<file path="config.mk">
export PLATFORM = sky130hd
export DESIGN_NAME = irq_agg_ctrl
export DESIGN_NICKNAME = d
export VERILOG_FILES = /design/src/rtl/irq_agg_pkg.sv /design/src/rtl/irq_rst_sync.sv /design/src/rtl/irq_src_bank.sv /design/src/rtl/irq_prio_enc.sv /design/src/rtl/irq_agg_ctrl.sv
export SDC_FILE = /design/constraint.sdc
export NUM_CORES = 1
export LEC_CHECK = 0
export ABC_AREA = 1
export BUFFER_PORTS_ARGS = -buffer_cell sky130_fd_sc_hd__buf_2
export CAP_MARGIN = 20
export CORE_MARGIN = 3
export CORE_UTILIZATION = 44
export DETAILED_ROUTE_END_ITERATION = 7
export PLACE_DENSITY = 0.7
export RECOVER_POWER = 25
export SYNTH_ARGS = -nofsm -noshare
export SYNTH_HDL_FRONTEND = slang
export SYNTH_SLANG_ARGS = --single-unit
</file>
<file path="constraint.sdc">
create_clock -name clk -period 2.7 [get_ports clk]
set_input_delay 0.54 -clock clk [delete_from_list [all_inputs] [get_ports clk]]
set_output_delay 0.54 -clock clk [all_outputs]
set_load 0.01 [all_outputs]
</file>
<file path="src/rtl/irq_agg_pkg.sv">
package irq_agg_pkg;
  localparam int unsigned BUS_W = 32;
  localparam logic [7:0] OFS_CAUSE = 8'h00;
  localparam logic [7:0] OFS_ENA   = 8'h04;
  localparam logic [7:0] OFS_STAT  = 8'h08;

  typedef enum logic [1:0] {
    RSEL_NONE  = 2'd0,
    RSEL_CAUSE = 2'd1,
    RSEL_ENA   = 2'd2,
    RSEL_STAT  = 2'd3
  } reg_sel_e;
endpackage

</file>
<file path="src/rtl/irq_rst_sync.sv">
module irq_rst_sync (
  input  logic clk,
  input  logic rst_n,
  output logic rst_n_sync
);
  logic [1:0] sync_q;

  always_ff @(posedge clk or negedge rst_n) begin
    if (!rst_n) sync_q <= 2'b00;
    else        sync_q <= {sync_q[0], 1'b1};
  end

  assign rst_n_sync = sync_q[1];
endmodule

</file>
<file path="src/rtl/irq_src_bank.sv">
module irq_src_bank #(
  parameter int unsigned NUM_SRC = 32
) (
  input  logic               clk,
  input  logic               rst_n,
  input  logic [NUM_SRC-1:0] src_i,
  input  logic               ack_en_i,
  input  logic [NUM_SRC-1:0] ack_bits_i,
  input  logic               ena_we_i,
  input  logic [NUM_SRC-1:0] ena_wdata_i,
  output logic [NUM_SRC-1:0] cause_o,
  output logic [NUM_SRC-1:0] ena_o
);
  logic [NUM_SRC-1:0] cause_q, cause_d;
  logic [NUM_SRC-1:0] ena_q, ena_d;
  logic               cause_en;

  for (genvar i = 0; i < NUM_SRC; i++) begin : g_bit
    always_comb begin
      cause_d[i] = src_i[i] | (cause_q[i] & ~(ack_en_i & ack_bits_i[i]));
    end
  end

  always_comb begin
    cause_en = ack_en_i | (|src_i);
    ena_d    = ena_wdata_i;
  end

  always_ff @(posedge clk or negedge rst_n) begin
    if (!rst_n)        cause_q <= '0;
    else if (cause_en) cause_q <= cause_d;
  end

  always_ff @(posedge clk or negedge rst_n) begin
    if (!rst_n)        ena_q <= '0;
    else if (ena_we_i) ena_q <= ena_d;
  end

  assign cause_o = cause_q;
  assign ena_o   = ena_q;

  // a high source is latched at the next edge, even during an acknowledge
  p_src_latch_r2: assert property (@(posedge clk) disable iff (!rst_n)
    (src_i != '0) |=> ((cause_q & $past(src_i)) == $past(src_i)));
  // without an acknowledge no cause bit falls
  p_no_ack_keeps_r3: assert property (@(posedge clk) disable iff (!rst_n)
    !ack_en_i |=> (($past(cause_q) & ~cause_q) == '0));
  // the enable register only moves on its own write
  p_ena_hold_r9: assert property (@(posedge clk) disable iff (!rst_n)
    !ena_we_i |=> $stable(ena_q));
endmodule

</file>
<file path="src/rtl/irq_prio_enc.sv">
module irq_prio_enc #(
  parameter int unsigned NUM_SRC = 32,
  localparam int unsigned IDX_W = (NUM_SRC > 1) ? $clog2(NUM_SRC) : 1
) (
  input  logic               clk,
  input  logic               rst_n,
  input  logic [NUM_SRC-1:0] pend_i,
  output logic               valid_o,
  output logic [IDX_W-1:0]   idx_o
);
  always_comb begin
    idx_o = '0;
    for (int i = NUM_SRC - 1; i >= 0; i--) begin
      if (pend_i[i]) idx_o = IDX_W'(i);
    end
    valid_o = |pend_i;
  end

  // the reported index is pending and nothing below it is
  p_idx_pending_r7: assert property (@(posedge clk) disable iff (!rst_n)
    valid_o |-> pend_i[idx_o]);
  p_idx_lowest_r7: assert property (@(posedge clk) disable iff (!rst_n)
    valid_o |-> ((pend_i & ((NUM_SRC'(1) << idx_o) - NUM_SRC'(1))) == '0));
  // no valid flag unless something is pending
  p_none_r8: assert property (@(posedge clk) disable iff (!rst_n)
    !valid_o |-> (pend_i == '0));
endmodule

</file>
<file path="src/rtl/irq_agg_ctrl.sv">
module irq_agg_ctrl
  import irq_agg_pkg::*;
#(
  parameter int unsigned NUM_SRC = 32,
  parameter int unsigned ADDR_W  = 8
) (
  input  logic               clk,
  input  logic               rst_n,
  input  logic [NUM_SRC-1:0] src_i,
  input  logic               bus_sel_i,
  input  logic               bus_we_i,
  input  logic [ADDR_W-1:0]  bus_addr_i,
  input  logic [BUS_W-1:0]   bus_wdata_i,
  output logic [BUS_W-1:0]   bus_rdata_o,
  output logic               irq_o
);
  localparam int unsigned IDX_W = (NUM_SRC > 1) ? $clog2(NUM_SRC) : 1;

  logic               rst_n_s;
  reg_sel_e           rsel;
  logic [NUM_SRC-1:0] cause, ena, pend;
  logic               ack_en, ena_we;
  logic               enc_valid;
  logic [IDX_W-1:0]   enc_idx;
  logic [BUS_W-1:0]   stat_word;
  logic               irq_q, irq_d;

  irq_rst_sync u_rst (.clk(clk), .rst_n(rst_n), .rst_n_sync(rst_n_s));

  always_comb begin
    unique case (bus_addr_i)
      ADDR_W'(OFS_CAUSE): rsel = RSEL_CAUSE;
      ADDR_W'(OFS_ENA):   rsel = RSEL_ENA;
      ADDR_W'(OFS_STAT):  rsel = RSEL_STAT;
      default:            rsel = RSEL_NONE;
    endcase
    ack_en = bus_sel_i & bus_we_i & (rsel == RSEL_CAUSE);
    ena_we = bus_sel_i & bus_we_i & (rsel == RSEL_ENA);
  end

  irq_src_bank #(.NUM_SRC(NUM_SRC)) u_bank (
    .clk(clk), .rst_n(rst_n_s), .src_i(src_i),
    .ack_en_i(ack_en), .ack_bits_i(bus_wdata_i[NUM_SRC-1:0]),
    .ena_we_i(ena_we), .ena_wdata_i(bus_wdata_i[NUM_SRC-1:0]),
    .cause_o(cause), .ena_o(ena)
  );

  assign pend = cause & ena;

  irq_prio_enc #(.NUM_SRC(NUM_SRC)) u_enc (
    .clk(clk), .rst_n(rst_n_s), .pend_i(pend),
    .valid_o(enc_valid), .idx_o(enc_idx)
  );

  always_comb begin
    stat_word = '0;
    stat_word[BUS_W-1]   = enc_valid;
    stat_word[IDX_W-1:0] = enc_idx;
    bus_rdata_o = '0;
    if (bus_sel_i && !bus_we_i) begin
      unique case (rsel)
        RSEL_CAUSE: bus_rdata_o = BUS_W'(cause);
        RSEL_ENA:   bus_rdata_o = BUS_W'(ena);
        RSEL_STAT:  bus_rdata_o = stat_word;
        default:    bus_rdata_o = '0;
      endcase
    end
    irq_d = |pend;
  end

  always_ff @(posedge clk or negedge rst_n_s) begin
    if (!rst_n_s) irq_q <= 1'b0;
    else          irq_q <= irq_d;
  end

  assign irq_o = irq_q;

  // the cascade line follows the enabled latched set one cycle later
  p_irq_follows_r6: assert property (@(posedge clk) disable iff (!rst_n_s)
    enc_valid |=> irq_o);
  p_irq_drops_r6: assert property (@(posedge clk) disable iff (!rst_n_s)
    !enc_valid |=> !irq_o);
  // an unmapped offset always reads zero
  p_unmapped_zero_r9: assert property (@(posedge clk) disable iff (!rst_n_s)
    (rsel == RSEL_NONE) |-> (bus_rdata_o == '0));
endmodule

</file>
Yosys cells after proc, flatten, opt, wreduce, memory -nomap -nowiden
Index checks and enable logic that the tools add are counted.
{ "classes": {"addsub": 0, "multipliers": 0, "div": 0, "order_cmp": 0, "eq_ne": 5, "shift": 0, "n_mux": 35, "bitwise": 133, "reduce_logical": 5} }
{ "ops": {"columns": ["op", "count"], "rows": [
  ["two-way mux 5 bit", 32],
  ["one-hot mux 32 bit (3 select lines)", 1],
  ["AND 1 bit", 67],
  ["OR reduction 32 bit", 2],
  ["bitwise OR 1 bit", 33],
  ["AND 32 bit", 1],
  ["two-way mux 32 bit", 1],
  ["NOT 1 bit", 32],
  ["equality test 8 x 3 -> 1 bit (second input constant)", 1],
  ["equality test 8 x 4 -> 1 bit (second input constant)", 1],
  ["zero test 8 bit", 1],
  ["one-hot mux 2 bit (3 select lines)", 1],
  ["equality test 2 bit (second input constant)", 2],
  ["equality test 2 x 1 -> 1 bit (second input constant)", 1],
  ["logical AND 1 bit", 1],
  ["zero test 1 bit", 1]
]} }
{ "word_totals": {"ff_bits": 67, "latch_bits": 0, "mem_bits_rw": 0, "rom_bits": 0, "in_bits": 76, "word_cells": 182, "n_memories": 0} }

Depth between registers and ports, before layout
Gate-level depths: netlist of run 1.
{ "logic_depth": {"ltp_word": 35, "mapped_depth": 34, "ltp_nobuf": 34} }

Cells and area by module
A second synthesis of run 1 with hierarchy kept.
{ "hier_totals": {"hier_cells": 649, "hier_area_um2": 4370.4} }
{ "modules_own_cells": {"columns": ["mod", "instances", "cells_each", "area_per_inst_um2"], "rows": [
  ["irq_src_bank", 1, 298, 2628.8],
  ["irq_agg_ctrl", 1, 241, 1217.4],
  ["irq_prio_enc", 1, 107, 470.5],
  ["irq_rst_sync", 1, 3, 53.8]
]} }

Least setup slack after synthesis of run 1
Ideal clock, no wire load.
{ "synth_path": {"kind": "input to output", "start": "input bus_addr_i[5]", "end": "output bus_rdata_o[1]", "arrival_ps": 1954, "t_required_ps": 2160, "setup_slack_ps": 206, "cell_stages": 6, "cell_sequence": "nor4_1 > nand2_1 > nor3_1 > clkbuf_1 > nand2_1 > a31oi_1"} }
{ "synth_between": {"elab_chain_cells": 5} }
{ "synth_rtl": {"columns": ["element", "line", "source"], "rows": [
  ["start, declared", "irq_agg_ctrl.sv:12", "input logic [ADDR_W-1:0] bus_addr_i,"],
  ["equality test 8 x 4 -> 1 bit (tied with other cells)", "irq_agg_ctrl.sv:31", "unique case (bus_addr_i)"],
  ["one-hot mux 2 bit (3 select lines) (*)", "irq_agg_ctrl.sv:31", null],
  ["equality test 2 bit / equality test 2 x 1 -> 1 bit (equally long branches)", "irq_agg_ctrl.sv:61", "unique case (rsel)"],
  ["one-hot mux 32 bit (3 select lines) (*)", "irq_agg_ctrl.sv:61", null],
  ["two-way mux 32 bit (*)", "irq_agg_ctrl.sv:60", "if (bus_sel_i && !bus_we_i) begin"],
  ["end, declared", "irq_agg_ctrl.sv:14", "output logic [BUS_W-1:0] bus_rdata_o,"]
]} }
Every way passes the cells marked *; elsewhere a longest branch is shown, timed or not.

Worst setup path after layout of run 1
{ "layout_path": {"start": "register u_bank.cause_q[30], in the netlist u_bank.cause_o[30]", "end": "output bus_rdata_o[0]"} }
{ "layout_between": {"elab_chain_cells": 34} }
{ "layout_rtl": {"columns": ["element", "line", "source"], "rows": [
  ["start, declared", "irq_src_bank.sv:14", "logic [NUM_SRC-1:0] cause_q, cause_d;"],
  ["start signal, assigned", "irq_src_bank.sv:31", "else if (cause_en) cause_q <= cause_d;"],
  ["AND 32 bit", "irq_agg_ctrl.sv:48", "assign pend = cause & ena;"],
  ["two-way mux 5 bit (31 in series)", "irq_prio_enc.sv:14", "if (pend_i[i]) idx_o = IDX_W'(i);"],
  ["one-hot mux 32 bit (3 select lines)", "irq_agg_ctrl.sv:61", null],
  ["two-way mux 32 bit", "irq_agg_ctrl.sv:60", null]
]} }
No other way between the ends.

==> flow_summary.ini, run 1 <==
[setup_path]
reg2reg_from = u_rst.sync_q[1]$_DFF_PN0_
worstSetupPathType = reg -> out
critical_path.most_common_cell = nand2_1
arrival_ns = 2.60
rr_worst_depth = 1
cp_slowest_cell = dfrtp_1
r2r_slack_ns = 0.64
cpPeakStageDelay_ns = 0.41
start_kind = register
crit_path_max_fanout = 3
end_kind = output port
cp_num_buf_inv = 1
rr_endpoint = u_bank.ena_o[18]$_DFFE_PN0P_
crit_required_ns = 2.16
cpLargestDelayFamily = simple AND/OR/NAND/NOR gates

[outcome]
outcome = finished, violations left
violations = setup timing

[clock_tree]
cts_made_buffers = 9
clk_pin_slew_ns = 0.08
clock-root-buffer = clkbuf_8
clk_path_buf_depth = 2
cts_tree = done
htreeDepth = 3
insertion_delay_ns = 0.34
clock_sinks = 67

[min_path]
hold_path.startpoint = u_rst.sync_q[0]$_DFF_PN0_
hold_depth = 0
min_to = u_rst.sync_q[1]$_DFF_PN0_
hold_path_class = reg -> reg

[floorplanning]
dieArea_um2 = 9157
die-width_um = 95.69
io_pins = 109
die_height_um = 95.69
initial_core_util = 0.4557
core_area_um2 = 7767
placementRows = 32

[global_routing]
grt_pass1_vias = 3434
grt-ovfl-total = 0
antenna_found_initial = 0
grt_usage = 0.2125
grt_max_degree = 45
grt_pass1_wl_um = 15170

[final_layout]
final_core_util = 0.5842
diodes = 0
seqCellArea_um2 = 1677
drive_above_1_share = 0.2445
finalNetCount = 709
area_growth_pct = 28.21
multi_input_area_um2 = 1572
fillCellCount = 764

[timing]
rsz0062_at_grt = yes
slew_headroom = 0.1176
min_period_ns = 3.138
timing.final.crit_share = 1.162
layout_setup_ws_ns = -0.4376
worstMarginPinSlew_ns = 1.324
fmax_ghz = 0.3187
fin_skew_ns = 0.01199
hold_slack_ns = 0.3537
setup_viol = 2
maxSlewViolCount = 0
hold_viol = 0

[routing]
ant_nets = 0
drt_pass1_iterations = 4
drc = 0
first_iter_violations = 119
wl_per_cell_um = 12.88
num_vias = 3555
drt-vias-per-instance = 4.804
routed_wl_um = 9529

[yosys]
ys_seq_area_frac = 0.4737
yosys_warnings = 0
ys_seq_elements = 67
synthDistinctLibCells = 19
synth_nets = 588
yosys.area.top_type = dfrtp_1
synth_cells = 512
netlist_top_cells_area = dfrtp_1 47%, nand2_1 23%, o21ai_0 9.2%
avgSynthCellArea_um2 = 6.913
syn_area_um2 = 3540
synth_top_area_frac = 0.4737

[run]
cap_violations = 0

[pwr]
leakage_nw = 2.349
peakVddDrop_v = 0.0002501
power_mw = 2.019
p_per_area_nw_per_um2 = 445.0

[placement]
gp_congestion = 0.7814
hpwl_um = 6781
pre_cts_ws_ns = -0.06178
port_buffers = 108
-- registers in the layout, summed over array words and instances, names as in the netlist --
name,cells
u_bank.ena_o,32
u_bank.cause_o,32
u_rst.sync_q,2
irq_o,1
-- logic make-up (layout without fill, tap and decap cells) --
family / after synthesis / in the layout / synth area share
AND/OR/NAND/NOR: 251 / 251 / 0.2771
buffers and inverters: 90 / 216 / 0.09544
other: 1 / 1 / 0.001059
flip-flops: 67 / 67 / 0.4737
AO/OA/AOI/OAI: 103 / 103 / 0.1527
-- repair_timing --
action                                  4_1_cts  5_1_grt
resized for setup                             2       13
gates cloned                                  0        1
endpoints found under the setup margin        2       32
pin swaps                                     1       14
hold buffers                                  1        0
endpoints found under the hold margin         2        0
setup buffers                                 1        2
-- report_power, final --
group | internal (mW) | leakage, nW | switching (mW)
logic | 0.102 | 1.50 | 0.134
registers | 1.02 | 0.759 | 0.0226
clock network | 0.354 | 0.0928 | 0.384
-- worst max path at each step --
stage	start	end	slack, ns	cells after the start
3_3_place_gp	u_bank.cause_o[30]$_DFFE_PN0P_	bus_rdata_o[0]	-0.06	34
6_report	u_bank.cause_o[30]$_DFFE_PN0P_	bus_rdata_o[0]	-0.44	34
3_5_place_dp	u_bank.cause_o[30]$_DFFE_PN0P_	bus_rdata_o[0]	-0.06	34
5_1_grt	u_bank.cause_o[30]$_DFFE_PN0P_	bus_rdata_o[0]	-0.79	34
4_1_cts	u_bank.cause_o[30]$_DFFE_PN0P_	bus_rdata_o[0]	-0.46	34
2_1_floorplan	bus_addr_i[5]	bus_rdata_o[1]	0.21	6
-- through the flow --
step / instance area (µm²) / cells / setup TNS (ns)
2_1_floorplan: 3540 / 512 / 0
3_3_place_gp: 4295 / 719 / -0.05576
3_5_place_dp: 4295 / 719 / -0.06178
4_1_cts: 4486 / 737 / -0.5883
5_1_grt: 4538 / 740 / -1.468
6_report: 4538 / 740 / -0.7853
-- Yosys cell counts --
cell and number:
nand2_2 1, nor3_1 2, a21oi_1 27, conb_1 1
inv_1 72, a21oi_2 1, o31ai_1 1, nand2_4 4
nand2_1 213, a221oi_1 1, a31oi_1 6, a22o_1 1
nand3_1 1, o21ai_0 65, o2111ai_1 1, clkbuf_1 18
dfrtp_1 67, nor4_1 1, nor2_1 29
-- cell usage in the layout (no fill, tap or decap) --
master / instances
a22o_1: 1
nor3_2: 1
dfrtp_1: 67
buf_12: 2
o2111ai_2: 1
buf_2: 107
nor3_1: 1
a31oi_1: 6
a221oi_1: 1
o21ai_0: 64
conb_1: 1
a21oi_2: 1
clkbuf_8: 10
buf_4: 14
nand3_1: 1
clkbuf_2: 1
o31ai_1: 1
nor2_2: 1
o21ai_1: 1
a21oi_1: 27
clkinv_2: 4
clkbuf_1: 2
dlygate4sd3_1: 1
nand2_1: 209
clkinv_4: 1
nor2_4: 1
buf_6: 2
nand2_4: 4
nand2_2: 5
nor2_1: 27
nor4_4: 1
inv_1: 72
-- area by class of cell --
cell class	count	area share
sequential	67	0.3695
multi-input combinational	355	0.3463
timing repair buffer	128	0.1591
inverter	72	0.05955
clock buffer	11	0.03116
tap	102	0.02812
clock inverter	5	0.006341
-- per-layer routing --
layer | vias up | GRT usage | wire [µm]
met5 | - | 0 | 0
met4 | 0 | 0.08175 | 155
met3 | 13 | 0.03362 | 441
met2 | 94 | 0.3717 | 4657
met1 | 1625 | 0.2627 | 4275
li1 | 1823 | - | -
Power figures use the tool's default switching activity.
==> run 2: changes to the inputs <==
Settings changed: CTS_BUF_LIST set to sky130_fd_sc_hd__clkbuf_8, GPL_TIMING_DRIVEN set to 0.
==> run 2 against run 1 <==
The run still ends with setup timing left. Via count increased by 0.59%. Die area is the same. Global-route usage up 0.71 points. Count of clock-buffer cells in the layout increased by 1. Fmax is 0.13% lower. Clock power is 16% higher. Combinational power is 6% lower. First-iteration DRC count increased by 61%. Design area grew 0.19%. Non-clock buffer count up 4. Flip-flop and latch count is the same. Largest cell class unchanged.
==> flow_summary.ini, run 2 (synthesis gave the netlist of run 1 again) <==
[min_path]
hold_path_class = reg -> reg
hold_depth = 0
min_to = u_rst.sync_q[1]$_DFF_PN0_
hold_path.startpoint = u_rst.sync_q[0]$_DFF_PN0_

[global_routing]
grt.met3_usage = 0.03753
grt.met2_usage = 0.3561
grt_usage = 0.2197
grt_max_degree = 66
grt_pass1_wl_um = 15570
antenna_found_initial = 0
grt-ovfl-total = 0
grt_busiest_layer = met2
grt_pass1_vias = 3531
grt_util_met1 = 0.2841

[floorplanning]
die-width_um = 95.69
dieArea_um2 = 9157
core_area_um2 = 7767
placementRows = 32
initial_core_util = 0.4557
die_height_um = 95.69
io_pins = 109

[timing]
worstMarginPinSlew_ns = 1.426
slew_headroom = 0.04961
layout_setup_ws_ns = -0.4417
hold_slack_ns = 0.3527
fmax_ghz = 0.3183
timing.final.crit_share = 1.164
maxSlewViolCount = 0
hold_viol = 0
min_period_ns = 3.142
setup_viol = 2
fin_skew_ns = 0.007492
rsz0062_at_grt = yes

[clock_tree]
clock_sinks = 67
clk_path_buf_depth = 2
cts_made_buffers = 9
cts_tree = done
clk_pin_slew_ns = 0.07
insertion_delay_ns = 0.34
clock-root-buffer = clkbuf_8
htreeDepth = 3

[placement]
gp_congestion = 0.8936
place_area_um2 = 4212
dp.cells = 722
hpwl_um = 6950
pre_cts_ws_ns = -0.4911
port_buffers = 108

[pwr]
peakVddDrop_v = 0.0002407
p_per_area_nw_per_um2 = 469.4
power_mw = 2.134
leakage_nw = 2.352

[final_layout]
seqCellArea_um2 = 1678
area_growth_pct = 28.46
layout_commonest_cell = nand2_1
fillCellCount = 760
drive_above_1_share = 0.2324
finalNetCount = 713
fin_area_um2 = 4547
multi_input_area_um2 = 1574
diodes = 0
mostFrequentLayoutCells = 211 x nand2_1, 107 x buf_2, 72 x inv_1, 66 x dfrtp_1, 64 x o21ai_0
finalNonFillerCells = 743

[setup_path]
end_kind = output port
crit_start = u_bank.cause_o[30]$_DFFE_PN0P_
start_kind = register
rr_endpoint = u_bank.cause_o[0]$_DFFE_PN0P_
crit_path_max_fanout = 2
worstSetupPathType = reg -> out
reg2reg_from = u_rst.sync_q[1]$_DFF_PN0_
crit_required_ns = 2.16
rr_worst_depth = 0
cp_slowest_cell = dfrtp_1
arrival_ns = 2.60
critical_path.most_common_cell = nand2_1
r2r_slack_ns = 1.21
cpPeakStageDelay_ns = 0.41

[run]
cap_violations = 0

[routing]
num_vias = 3576
wl_per_cell_um = 12.84
drt_pass1_iterations = 5
ant_nets = 0
first_iter_violations = 191
routed_wl_um = 9541
drc = 0
drt-vias-per-instance = 4.813

[outcome]
violations = setup timing
outcome = finished, violations left
run 2: critical path, delay by kind of cell (launching register included):
family | cells | cell delay (ns)
AOI/OAI and AO/OA | 1 | 0.12
buffers and inverters | 1 | 0.14
DFF | 1 | 0.41
and+or+nand+nor | 32 | 1.58
run 2: report_power, final:
part / leakage [nW] / total [mW] / switching [mW] / internal [mW]
Combinational: 1.48 / 0.222 / 0.125 / 0.0963
Sequential: 0.758 / 1.06 / 0.0323 / 1.02
Clock: 0.110 / 0.856 / 0.364 / 0.492
Total: 2.35 / 2.13 / 0.522 / 1.61
run 2: stage by stage:
step,util,TNS [ns]
2_1_floorplan,-,0
3_3_place_gp,0.5417,-15.76
3_5_place_dp,0.5422,-14.73
4_1_cts,0.5791,-0.6636
5_1_grt,0.5854,-1.435
6_report,0.5854,-0.5767
run 2: final cells by class:
type / instances / share of cell area
flip-flops and latches: 67 / 0.3690
multi-input cells: 355 / 0.3462
repair buffers: 114 / 0.1291
inverters: 72 / 0.05944
clock buffers: 12 / 0.03632
well taps: 102 / 0.02807
plain buffers: 18 / 0.02339
clock inverters: 3 / 0.008531
run 2: what timing repair did:
action | 4_1_cts | 5_1_grt
pin swaps | 1 | 6
endpoints found under the hold margin | 2 | 0
hold buffers | 1 | 0
setup buffers | 2 | 3
setup endpoints to repair | 32 | 25
resized for setup | 18 | 18
run 2: metal layers:
metal,vias to the layer above,routed length (µm)
met2,108,4637
met1,1622,4166
met3,15,556
li1,1831,-
met4,0,182
met5,-,0
run 2: how the worst max path moves through the flow:
stage	endpoint	slack, ns	cells after the start
CTS	bus_rdata_o[0]	-0.50	34
detailed placement	bus_rdata_o[31]	-0.49	8
floorplan	bus_rdata_o[1]	0.21	6
global route	bus_rdata_o[0]	-0.94	35
global placement	bus_rdata_o[31]	-0.47	8
finish	bus_rdata_o[0]	-0.44	34
==> run 3: changes to the inputs <==
Settings changed: ABC_AREA 1 to unset, PLACE_DENSITY 0.7 to 0.69, SETUP_SLACK_MARGIN set to 0.15.
==> run 3 against run 2 <==
The flow now finishes without violations. Register-to-register slack worse by 0.18 ns. Utilization rose by 4.5 points. Clock skew increased by 0.0037 ns. Via count is 9.3% lower. Power is 3.8% higher. Fmax grew 18%. Worst setup slack improved by 0.47 ns.
==> flow_summary.ini, run 3 <==
[setup_path]
reg2reg_from = u_bank.cause_o[29]$_DFFE_PN0P_
arrival_ns = 2.13
crit_path_max_fanout = 4
r2r_slack_ns = 1.03
start_kind = register
cpLargestDelayFamily = simple AND/OR/NAND/NOR gates
cpPeakStageDelay_ns = 0.43
path_cells = a22oi_2 > nor4bb_4 > nor2b_2 > nand4b_1 > a31oi_1 > nor2_1 > buf_2
cp_slowest_cell = dfrtp_1
crit_start = u_bank.cause_o[29]$_DFFE_PN0P_
crit_required_ns = 2.16
worstSetupPathType = reg -> out
end_kind = output port
cp_num_buf_inv = 1

[final_layout]
layout_commonest_cell = buf_2
finalNetCount = 565
area_growth_pct = 38.18
drive_above_1_share = 0.4939
mostFrequentLayoutCells = 88 x buf_2, 64 x dfrtp_1, 61 x nand2_1, 36 x mux2_2, 33 x a21o_1
finalNonFillerCells = 599
final_core_util = 0.6306
diodes = 0

[placement]
hpwl_um = 6988
port_buffers = 106
gp_congestion = 0.8243
pre_cts_ws_ns = -0.1798
dp.cells = 561

[clock_tree]
cts_tree = done
insertion_delay_ns = 0.34
clock-root-buffer = clkbuf_8
clock_sinks = 67
cts_made_buffers = 9
clk_path_buf_depth = 2
clk_pin_slew_ns = 0.08
htreeDepth = 3

[yosys]
synth_flop_cell = dfrtp_1
syn_area_um2 = 3769
synth_nets = 426
yosys.area.top_type = dfrtp_1
synthDistinctLibCells = 45
yosys_warnings = 0
ys_seq_elements = 67
avgSynthCellArea_um2 = 10.77
synth_edf_count = 0
synth_most_common_cell = dfrtp_1
netlist_top_cells_area = dfrtp_1 44%, mux2_2 11%, mux2i_1 7.4%
synth_top_area_frac = 0.4449
synth_cells = 350
synthTopCellsByCount = 67 x dfrtp_1, 63 x nand2_1, 36 x mux2_2
ys_seq_area_frac = 0.4449
synth_async_sr_flop_share = 1.000

[floorplanning]
dieArea_um2 = 9711
die-width_um = 98.55
core_area_um2 = 8258
placementRows = 33
die_height_um = 98.55
io_pins = 109
initial_core_util = 0.4564

[routing]
num_vias = 3244
first_iter_violations = 120
drt_pass1_iterations = 4
wl_per_cell_um = 17.00
ant_nets = 0
drt-vias-per-instance = 5.416
routed_wl_um = 10180
drc = 0

[global_routing]
grt_max_degree = 66
grt-ovfl-total = 0
grt_usage = 0.2110
grt_pass1_vias = 3254
antenna_found_initial = 0
grt_pass1_wl_um = 16270

[timing]
fin_skew_ns = 0.01118
hold_viol = 0
timing.final.crit_share = 0.9880
rsz0062_at_grt = yes
layout_setup_ws_ns = 0.03252
hold_slack_ns = 0.3517
min_period_ns = 2.667
setup_viol = 0
maxSlewViolCount = 0
worstMarginPinSlew_ns = 1.428
fmax_ghz = 0.3749
slew_headroom = 0.04774

[pwr]
power_mw = 2.216
leakage_nw = 2.375
peakVddDrop_v = 0.0002627
p_per_area_nw_per_um2 = 425.6

[run]
cap_violations = 0

[min_path]
hold_path.startpoint = u_rst.sync_q[0]$_DFF_PN0_
hold_path_class = reg -> reg

[outcome]
outcome = complete, no violations
-- run 3: cell types whose count changed after synthesis, sizes merged, moves of 20 or more --
cell,change
nand2,-154
inv,-69
o21ai,-59
mux2,+36
a21o,+33
mux2i,+28
a21oi,-20
-- run 3: power breakdown --
group / internal, mW / switching, mW
clock network: 0.472 / 0.386
logic: 0.154 / 0.147
registers: 1.02 / 0.0343
-- run 3: worst paths after layout --
| check | to | cells past startpoint |
|---|---|---|
| setup / recovery | bus_rdata_o[31] | 7 |
| hold / removal | u_rst.sync_q[1]$_DFF_PN0_ | 0 |
| setup reg to reg | irq_o$_DFF_PN0_ | 5 |
| hold reg to reg | u_rst.sync_q[1]$_DFF_PN0_ | 0 |
| max in group asynchronous | u_bank.cause_o[31]$_DFFE_PN0P_ | 0 |
| min in group asynchronous | u_rst.sync_q[0]$_DFF_PN0_ | 2 |
-- run 3: kinds of logic (layout without fill, tap and decap cells) --
| logic type | count (synthesis) | count (layout) | share of synthesized area |
|---|---|---|---|
| mux | 64 | 64 | 0.1819 |
| flops | 67 | 67 | 0.4449 |
| simple gates | 120 | 120 | 0.1863 |
| buf+inv | 18 | 162 | 0.02888 |
| other cells | 1 | 1 | 0.0009951 |
| compound gates | 80 | 80 | 0.1570 |
-- run 3: timing repair --
action	CTS	global route
setup endpoints to repair	32	32
cloned	1	1
endpoints found under the hold margin	2	0
hold buffers	1	0
buffers inserted	12	7
resized for setup	50	28
pin swaps	22	35
-- run 3: per-layer routing --
metal | GRT usage | part of all wire | up-vias | routed length (µm)
met5 | 0 | 0 | - | 0
met4 | 0.05987 | 0.016 | 0 | 159
met3 | 0.04459 | 0.049 | 14 | 495
met2 | 0.3521 | 0.50 | 94 | 5116
met1 | 0.2785 | 0.43 | 1592 | 4410
li1 | - | - | 1544 | -
-- run 3: area by class of cell --
type | count | area (µm²)
fill | 698 | 3050
tap | 105 | 131.4
sequential | 67 | 1680
inverter | 3 | 11.26
multi-input combinational | 265 | 2143
buffer | 15 | 121.4
timing repair buffer | 128 | 915.9
clock inverter | 5 | 52.55
clock buffer | 11 | 151.4
-- run 3: per-stage QoR --
stage | area, µm² | TNS, ns
floorplan | 3769 | 0
global placement | 4431 | -4.932
detailed placement | 4434 | -3.248
CTS | 5014 | 0
global route | 5207 | -0.6138
finish | 5207 | 0
